## src/rtl/dmd_pkg.sv

```systemverilog
// Package: shared defaults and derived quantities for the divider chain.
// Assumes: the caller keeps SWALLOW below PROG_LEN and NPH a power of two.
package dmd_pkg;

    localparam int unsigned PRE_LOW_DEF  = 4;
    localparam int unsigned PROG_LEN_DEF = 4;
    localparam int unsigned SWALLOW_DEF  = 3;
    localparam int unsigned NPH_DEF      = 8;

    // Clocks in one first-stage period: every prescaler cycle counts LOW, swallow cycles add one.
    function automatic int unsigned first_ratio(input int unsigned low,
                                                input int unsigned len,
                                                input int unsigned sw);
        return low * len + sw;
    endfunction

endpackage

```

## src/rtl/dmd_prescaler.sv

```systemverilog
// Module: dual-modulus prescaler. Divides clk by LOW+1 when mod_hi is set, else by LOW.
// Assumes: mod_hi is constant within a prescaler cycle (it changes only after done).
module dmd_prescaler #(
    parameter int unsigned LOW = 4
) (
    input  logic clk,
    input  logic rst_n,
    input  logic mod_hi,
    output logic done
);
    localparam int unsigned CW = $clog2(LOW + 1);
    localparam logic [CW-1:0] LAST_LO = CW'(LOW - 1);
    localparam logic [CW-1:0] LAST_HI = CW'(LOW);

    logic [CW-1:0] cnt_q;
    logic [CW-1:0] last;

    // Terminal count picked by the modulus control.
    always_comb last = mod_hi ? LAST_HI : LAST_LO;

    // End-of-cycle strobe.
    always_comb done = (cnt_q == last);

    // Cycle counter, restarts after the terminal count.
    always_ff @(posedge clk) begin
        if (!rst_n)    cnt_q <= '0;
        else if (done) cnt_q <= '0;
        else           cnt_q <= cnt_q + CW'(1);
    end

    // the counter never runs past the long-cycle terminal value.
    a_r3_count_bound: assert property (@(posedge clk) disable iff (!rst_n)
        cnt_q <= LAST_HI);

endmodule

```

## src/rtl/dmd_swallow_ctrl.sv

```systemverilog
// Module: modulus control for the pulse-swallow stage. Counts prescaler cycles,
// requests the long modulus for the first SWALLOW of every PROG_LEN cycles, and
// emits a one-clock tick at the end of each full first-stage period.
// Assumes: pre_done comes from a prescaler driven by this block's mod_hi.
module dmd_swallow_ctrl #(
    parameter int unsigned PROG_LEN = 4,
    parameter int unsigned SWALLOW  = 3,
    parameter int unsigned LOW      = 4
) (
    input  logic clk,
    input  logic rst_n,
    input  logic pre_done,
    output logic mod_hi,
    output logic tick
);
    localparam int unsigned IW    = (PROG_LEN > 1) ? $clog2(PROG_LEN) : 1;
    localparam int unsigned RATIO = dmd_pkg::first_ratio(LOW, PROG_LEN, SWALLOW);
    localparam int unsigned LW    = $clog2(LOW + 2);
    localparam int unsigned PW    = $clog2(RATIO + 1);
    localparam logic [IW-1:0] SW_L   = IW'(SWALLOW);
    localparam logic [IW-1:0] LAST_I = IW'(PROG_LEN - 1);

    logic [IW-1:0] idx_q;

    // Long modulus during the swallow cycles of the group.
    always_comb mod_hi = (idx_q < SW_L);

    // Tick when the final prescaler cycle of the group ends.
    always_comb tick = pre_done && (idx_q == LAST_I);

    // Prescaler cycle index within the group.
    always_ff @(posedge clk) begin
        if (!rst_n)             idx_q <= '0;
        else if (tick)          idx_q <= '0;
        else if (pre_done)      idx_q <= idx_q + IW'(1);
    end

    // Checker state: clocks spent in the current prescaler cycle and since the last tick.
    logic [LW-1:0] len_q;
    logic [PW-1:0] per_q;

    // Clock-count observers used only by the assertions below.
    always_ff @(posedge clk) begin
        if (!rst_n) begin
            len_q <= '0;
            per_q <= '0;
        end else begin
            len_q <= pre_done ? '0 : len_q + LW'(1);
            per_q <= tick     ? '0 : per_q + PW'(1);
        end
    end

    // swallow cycles last LOW+1 clocks, the rest LOW clocks.
    a_r3_sub_len: assert property (@(posedge clk) disable iff (!rst_n)
        pre_done |-> (int'(len_q) == ((idx_q < SW_L) ? int'(LOW) : int'(LOW) - 1)));

    // ticks are spaced by exactly RATIO clocks.
    a_r2_tick_period: assert property (@(posedge clk) disable iff (!rst_n)
        tick |-> (int'(per_q) == int'(RATIO) - 1));

endmodule

```

## src/rtl/dmd_phase_ring.sv

```systemverilog
// Module: synchronous divide-by-NPH ring. Holds NPH/2 adjacent ones that rotate
// one place per tick; each bit is one output phase, bit k lagging bit k-1 by one tick.
// Assumes: tick is a single-clock strobe.
module dmd_phase_ring #(
    parameter int unsigned NPH = 8
) (
    input  logic           clk,
    input  logic           rst_n,
    input  logic           tick,
    output logic [NPH-1:0] phases,
    output logic           wrap
);
    localparam int unsigned PW   = $clog2(NPH);
    localparam int unsigned HALF = NPH / 2;
    localparam logic [NPH-1:0] SEED = {{(NPH-HALF){1'b0}}, {HALF{1'b1}}};
    localparam logic [PW-1:0]  LAST_P = PW'(NPH - 1);

    logic [NPH-1:0] ring_q;
    logic [PW-1:0]  pos_q;

    // Ring rotation and step position, both advanced on tick.
    always_ff @(posedge clk) begin
        if (!rst_n) begin
            ring_q <= SEED;
            pos_q  <= '0;
        end else if (tick) begin
            ring_q <= {ring_q[NPH-2:0], ring_q[NPH-1]};
            pos_q  <= pos_q + PW'(1);
        end
    end

    // Full-turn boundary: the step that returns the ring to its seed.
    always_comb wrap = tick && (pos_q == LAST_P);

    // One output per ring bit.
    for (genvar g = 0; g < NPH; g++) begin : g_tap
        assign phases[g] = ring_q[g];
    end

    // exactly half of the phases are high at all times.
    a_r4_half_high: assert property (@(posedge clk) disable iff (!rst_n)
        $countones(ring_q) == HALF);

    // the bus holds between ticks.
    a_r2_hold: assert property (@(posedge clk) disable iff (!rst_n)
        !$past(tick) |-> $stable(ring_q));

    // after a full turn the ring is back at its seed pattern.
    a_r1_turn_seed: assert property (@(posedge clk) disable iff (!rst_n)
        $past(wrap) |-> (ring_q == SEED));

endmodule

```

## src/rtl/dmd_phase_pick.sv

```systemverilog
// Module: phase selector. Registers the requested index at each full-turn boundary
// and routes that phase to the detector output.
// Assumes: wrap marks the edge at which the ring returns to its seed.
module dmd_phase_pick #(
    parameter int unsigned NPH = 8
) (
    input  logic                   clk,
    input  logic                   rst_n,
    input  logic                   wrap,
    input  logic [$clog2(NPH)-1:0] sel_i,
    input  logic [NPH-1:0]         phases,
    output logic                   pd_o
);
    localparam int unsigned SW = $clog2(NPH);

    logic [SW-1:0] sel_q;

    // Select register, loaded only on the boundary.
    always_ff @(posedge clk) begin
        if (!rst_n)    sel_q <= '0;
        else if (wrap) sel_q <= sel_i;
    end

    // Route the chosen phase.
    always_comb pd_o = phases[sel_q];

    // the selection holds away from the boundary.
    a_r6_sel_hold: assert property (@(posedge clk) disable iff (!rst_n)
        !$past(wrap) |-> $stable(sel_q));

    // on the boundary the request is taken in.
    a_r6_sel_take: assert property (@(posedge clk) disable iff (!rst_n)
        $past(wrap) |-> (sel_q == $past(sel_i)));

endmodule

```

## src/rtl/dual_mod_phase_divider.sv

```systemverilog
// Module: top of the feedback divider chain. Prescaler plus modulus control form
// the first stage (ratio LOW*LEN+SWALLOW); a ring forms the NPH-phase second stage;
// a selector routes one phase to the detector output.
// Assumes: synchronous active-low reset held for at least one clock.
module dual_mod_phase_divider #(
    parameter int unsigned PRE_LOW  = dmd_pkg::PRE_LOW_DEF,
    parameter int unsigned PROG_LEN = dmd_pkg::PROG_LEN_DEF,
    parameter int unsigned SWALLOW  = dmd_pkg::SWALLOW_DEF,
    parameter int unsigned NPH      = dmd_pkg::NPH_DEF
) (
    input  logic                   clk,
    input  logic                   rst_n,
    input  logic [$clog2(NPH)-1:0] sel_i,
    output logic [NPH-1:0]         phases_o,
    output logic                   pd_o
);
    logic mod_hi;
    logic pre_done;
    logic tick;
    logic wrap;

    dmd_prescaler #(.LOW(PRE_LOW)) u_pre (
        .clk    (clk),
        .rst_n  (rst_n),
        .mod_hi (mod_hi),
        .done   (pre_done)
    );

    dmd_swallow_ctrl #(.PROG_LEN(PROG_LEN), .SWALLOW(SWALLOW), .LOW(PRE_LOW)) u_ctl (
        .clk      (clk),
        .rst_n    (rst_n),
        .pre_done (pre_done),
        .mod_hi   (mod_hi),
        .tick     (tick)
    );

    dmd_phase_ring #(.NPH(NPH)) u_ring (
        .clk    (clk),
        .rst_n  (rst_n),
        .tick   (tick),
        .phases (phases_o),
        .wrap   (wrap)
    );

    dmd_phase_pick #(.NPH(NPH)) u_pick (
        .clk    (clk),
        .rst_n  (rst_n),
        .wrap   (wrap),
        .sel_i  (sel_i),
        .phases (phases_o),
        .pd_o   (pd_o)
    );

    // a second-stage boundary only ever coincides with a first-stage tick.
    a_r2_wrap_on_tick: assert property (@(posedge clk) disable iff (!rst_n)
        wrap |-> tick);

endmodule

```

## config.mk

```make
export PLATFORM = sky130hd
export DESIGN_NAME = dual_mod_phase_divider
export DESIGN_NICKNAME = d
export VERILOG_FILES = /design/src/rtl/dmd_pkg.sv /design/src/rtl/dmd_prescaler.sv /design/src/rtl/dmd_swallow_ctrl.sv /design/src/rtl/dmd_phase_ring.sv /design/src/rtl/dmd_phase_pick.sv /design/src/rtl/dual_mod_phase_divider.sv
export SDC_FILE = /design/constraint.sdc
export NUM_CORES = 1
export LEC_CHECK = 0
export ABC_AREA = 1
export BUFFER_PORTS_ARGS = -buffer_cell sky130_fd_sc_hd__buf_4
export CAP_MARGIN = 5
export CORE_MARGIN = 4
export CORE_UTILIZATION = 58
export CTS_CLUSTER_DIAMETER = 30
export CTS_CLUSTER_SIZE = 10
export DETAILED_ROUTE_END_ITERATION = 12
export GPL_TIMING_DRIVEN = 0
export MAX_ROUTING_LAYER = met4
export PLACE_DENSITY = 0.85
export SETUP_SLACK_MARGIN = 0.4
export SYNTH_ARGS = -nofsm -noshare
export SYNTH_HDL_FRONTEND = slang
export SYNTH_HIERARCHICAL = 1
export SYNTH_SLANG_ARGS = --single-unit
export TNS_END_PERCENT = 100
```

## constraint.sdc

```tcl
create_clock -name clk -period 2.7 [get_ports clk]
set_input_delay 0.135 -clock clk [delete_from_list [all_inputs] [get_ports clk]]
set_output_delay 0.135 -clock clk [all_outputs]
set_load 0.03 [all_outputs]
```

======== After elaboration in Yosys (flattened, before gate mapping) ========
Cells that the tools add are included.
W data, S select, Z words.
storage, ports and cells
  bits in registers ....................... 19
  output and inout bits ................... 9
operators by class
  add/sub/neg operators ................... 3
  magnitude comparators ................... 2
  equality and inequality tests ........... 3
  multiplexer cells ....................... 3
  bitwise logic cells ..................... 1
  reductions and logical operators ........ 4
operators with widths
  cell                   number
  $add A3 B1 Y3 const B  2
  $lt A3 B4 Y1 const B   1
  $reduce_or A2 Y1       2
  $bmux W1 S3            1
  $eq A3 B3 Y1           1
  $eq A3 B3 Y1 const B   1
  $mux W3                1
  $add A2 B1 Y2 const B  1
  $eq A2 B2 Y1 const B   1
  $logic_and A1 B1 Y1    2
  $lt A2 B2 Y1 const B   1
  $mux W1                1
  $not A1 Y1             1

======== Depth between registers and ports, before layout ========
  depth in word-level cells ............... 5
  gate-level depth with buffers ........... 14
  gate-level depth less buffers ........... 13

======== Modules after synthesis ========
The synthesis kept the hierarchy.
by module, submodules not included
  module            times used  cells each  area each (um^2)  sequential area each (um^2)
  dmd_phase_ring    1           65          473.0             220.2
  dmd_phase_pick    1           38          206.4             60.1
  dmd_prescaler     1           20          148.9             60.1
  dmd_swallow_ctrl  1           16          116.4             40.0

======== Worst setup path before layout ========
No wires, ideal clock.
  kind .................................... reg-to-reg
  start ................................... reg u_ctl.idx_q[0]
  end ..................................... reg u_pick.sel_q[0]
  library setup time ...................... 121 ps
  arrival ................................. 1477 ps
  data required time ...................... 2579 ps
  slack ................................... 1102 ps
  cell stages (with the launch flop) ...... 15
  buffers on the path ..................... 1
  period minus slack after synthesis ...... 1598 ps
  cells stage by stage .................... dfxtp_1 > ha_1 > inv_1 > nand2_1 > inv_1 > nand2_2 > nand2_1 > nand2_1 > inv_1 > buf_4 > nand2_1 > inv_1 > inv_1 > o21ai_0 > a21oi_1
on the way
  longest elaborated chain between the ends .. 5
ends and longest elaborated chain
  item                    RTL line                      source
  start, declared         dmd_swallow_ctrl.sv:23        logic [IW-1:0] idx_q;
  start signal, assigned  dmd_swallow_ctrl.sv:35        else if (pre_done) idx_q <= idx_q + IW'(1);
  $lt A2 B2 Y1            dmd_swallow_ctrl.sv:26        always_comb mod_hi = (idx_q < SW_L);
  net mod_hi              dual_mod_phase_divider.sv:17  logic mod_hi;
  $mux W3                 dmd_prescaler.sv:19           always_comb last = mod_hi ? LAST_HI : LAST_LO;
  $eq A3 B3 Y1            dmd_prescaler.sv:22           always_comb done = (cnt_q == last);
  net pre_done            dual_mod_phase_divider.sv:18  logic pre_done;
  $logic_and A1 B1 Y1     dmd_swallow_ctrl.sv:29        always_comb tick = pre_done && (idx_q == LAST_I);
  net tick                dual_mod_phase_divider.sv:19  logic tick;
  $logic_and A1 B1 Y1     dmd_phase_ring.sv:33          always_comb wrap = tick && (pos_q == LAST_P);
  net wrap                dual_mod_phase_divider.sv:20  logic wrap;
  end signal, assigned    dmd_phase_pick.sv:21          else if (wrap) sel_q <= sel_i;
  end, declared           dmd_phase_pick.sv:16          logic [SW-1:0] sel_q;
The timed path passes the listed nets, and every way through them passes these cells.
A chain may end at the register's enable or synchronous reset.

======== Worst setup path after layout ========
  start ................................... reg u_ctl.idx_q[0]
  end ..................................... reg u_pick.sel_q[2]
Same word-level chain as after synthesis.

==> metrics <==
PwrDens 430 nW/um^2; top cells by area, synth dfxtp_1 (40%), nand2_1 (16%), inv_1 (9.9%), nor2_1 (6.0%), ha_1 (5.3%); met2 Usage GRT 28.5%; clock slew at reported path FFs 0.11 ns; Synth top area share 40.3%; Site Rows 14; max-cap violations 0; worst slew pin tran 0.192 ns; DRT iter0 DRCs 24; Initial Util 62.0%; Die Width 48.4 um; TritonCTS Buffers 3; Post-Route WL 1840 um; cell-internal power 0.000359 W; setup TNS 0 ns; worst-case hold slack 0.128 ns; design area 1090 um^2; grt met3 use 3.68%; fin. max-slew vios 0; crit-path cells ha_1 -> inv_1 -> nor2_1 -> nand2_2 -> nand2_1 -> nand2_1 -> inv_1 -> buf_4 -> nand2_1 -> inv_1 -> inv_1 -> o21ai_0 -> a21oi_1; via density per instance 4.92; EDFF count, synth 0; Worst EP arrival 1.99 ns; area of the multi-input gates 433 um^2; Post-CTS Setup Bufs 0; diodes inserted 0; crit-path max FO 10; Syn Inst Count 139; Buf/Inv on CP 5; Root Buffer clkbuf_4; first-pass GRT wire length 3590 um; Die ar. 2340 um^2; Crit path max-delay family simple AND/OR/NAND/NOR gates; Clock Sinks 19; final hold vios 0; pin count of the biggest net entering global routing 11; Synth Register Bits 19; Wirelength per Cell 10.7 um; Hold WC Path Type in2reg; fin crit share 66.9%; DRC Markers 0; Reg area 380 um^2; Layout area overhead 15.2%; slowest CP cell dfxtp_1; TritonCTS clock tree built; synth warn 6; post-place setup slack 0.920 ns; vias in the first global route 830; io pins 14; Clock Tree Buf Depth 2; Crit path top cell by count inv_1; Placer Congestion 0.866; Async SR Flop Fraction 0%; Port-buffer cells 13; CTS resizes 0; outcome completed; Yosys top cell by area dfxtp_1; Comb pwr share 7.7%; Final setup viols 0; syn nets 148; crit path time final 1.81 ns; met1 Resource Use GR 25.3%; count leader, synth nand2_1; core area 1520 um^2; Die Y 48.4 um; cts hold-fix bufs 0; Clk pwr share 30.1%; later-pin clock latency in the skew report 0.28 ns; Synth cell types 16; Nets 166; Flop pwr share 62.2%; leakage 0.559 nW; max incr delay on CP 0.37 ns; CP Class reg2reg; Fill cells 153; maximum clock frequency 554 MHz; synthesized area per cell 6.80 um^2; Clock Skew 0.00150 ns; peak supply drop 0.358 mV; Worst Setup End Kind flip-flop; relative slew slack 87.2%; Worst Slack Setup Final 0.894 ns; mapped cell area 945 um^2; Top FF cell, synth dfxtp_1; synth cell count leaders nand2_1 (41), inv_1 (25), dfxtp_1 (19); global route overflow 0; critical path startpoint category flip-flop; Final ANT Viol Nets 0; Net Sw Frac 23.3%; fraction of final layout cells with drive strength greater than 1 23.1%; Sw Pwr 0.000109 W; Placement Cell Area 1060 um^2; sequential area share after synthesis 40.3%; total number of vias 847; gr busiest metal met2; antenna violations before repair 0; Worst Path Required 2.88 ns; DRT Pass-1 Iters 4; DP Wirelength 1390 um; Final Util 71.4%; Total GRT Usage 18.8%; CTS H-tree lvls 1; RSZ-0062 raised after global routing false
sequential cells by signal, indices dropped and copies added (netlist names):
register and cells:
u_pre/cnt_q 3, u_ring/pos_q 3, u_ring/phases 8, u_pick/sel_q 3
u_ctl/idx_q 2
layer usage:
layer  wire (um)  up-vias  share of wire (%)
met1         858      388                 47
li1            -      444                  -
met3          63        2                3.4
met5           0        -                  0
met4          21        0                1.1
met2         897       13                 49
final timing paths:
path,cells after the start,end,slack [ns],start
min,3,u_ring/pos_q[2],0.13,rst_n
max reg2reg,13,u_pick/sel_q[2],0.89,u_ctl/idx_q[0]
max,13,u_pick/sel_q[2],0.89,u_ctl/idx_q[0]
min reg2reg,1,u_pre/cnt_q[0],0.48,u_pre/cnt_q[0]
cell usage in the layout, fill, tap and decap left out:
| cell type | n |
|---|---|
| nand2_2 | 6 |
| a21oi_1 | 3 |
| a21oi_2 | 1 |
| inv_2 | 3 |
| nor2_2 | 6 |
| nand2_1 | 41 |
| nor2_1 | 15 |
| dfxtp_1 | 19 |
| clkbuf_1 | 1 |
| buf_4 | 15 |
| inv_1 | 25 |
| ha_1 | 4 |
| o21ai_0 | 3 |
| xnor2_1 | 1 |
| buf_6 | 1 |
| clkbuf_4 | 3 |
| nand3_2 | 1 |
| nand3_1 | 8 |
kinds of logic after synthesis:
group	count (synthesis)	share of synthesized area, %
adders and majority gates	4	5.30
xor gates and xnor gates	1	0.927
buffers and inverters	31	13.9
AOI/OAI and AO/OA	7	4.11
and+or+nand+nor	77	35.5
DFF	19	40.3
tightest hold or removal path, delay by kind of cell:
family / cells / cell delay (ns)
AND/OR/NAND/NOR: 2 / 0.11
buffers and inverters: 1 / 0.14
final cells by class:
class                      count  share of cell area (%)
tap                           16                    1.84
clock buffer                   4                    2.41
multi-input combinational     89                    39.8
inverter                      28                    9.66
sequential                    19                    34.9
buffer                         3                    2.41
timing repair buffer          13                    8.97
metrics by stage:
step / total power [W] / instances
after floorplan: 0.000322 / 139
after global placement: 0.000331 / 168
after detailed placement: 0.000334 / 168
after CTS: 0.000471 / 172
after global routing: 0.000500 / 172
final: 0.000468 / 172
power by group through the flow:
| stage | sequential, W | clock, W | combinational, W |
|---|---|---|---|
| 5_1_grt | 0.000292 | 0.000166 | 0.0000418 |
| 3_5_place_dp | 0.000298 | 0 | 0.0000362 |
| 3_3_place_gp | 0.000297 | 0 | 0.0000335 |
| 2_1_floorplan | 0.000296 | 0 | 0.0000255 |
| 4_1_cts | 0.000291 | 0.000143 | 0.0000365 |
| 6_report | 0.000291 | 0.000141 | 0.0000360 |
No activity file was read; power rests on OpenSTA's default activity.
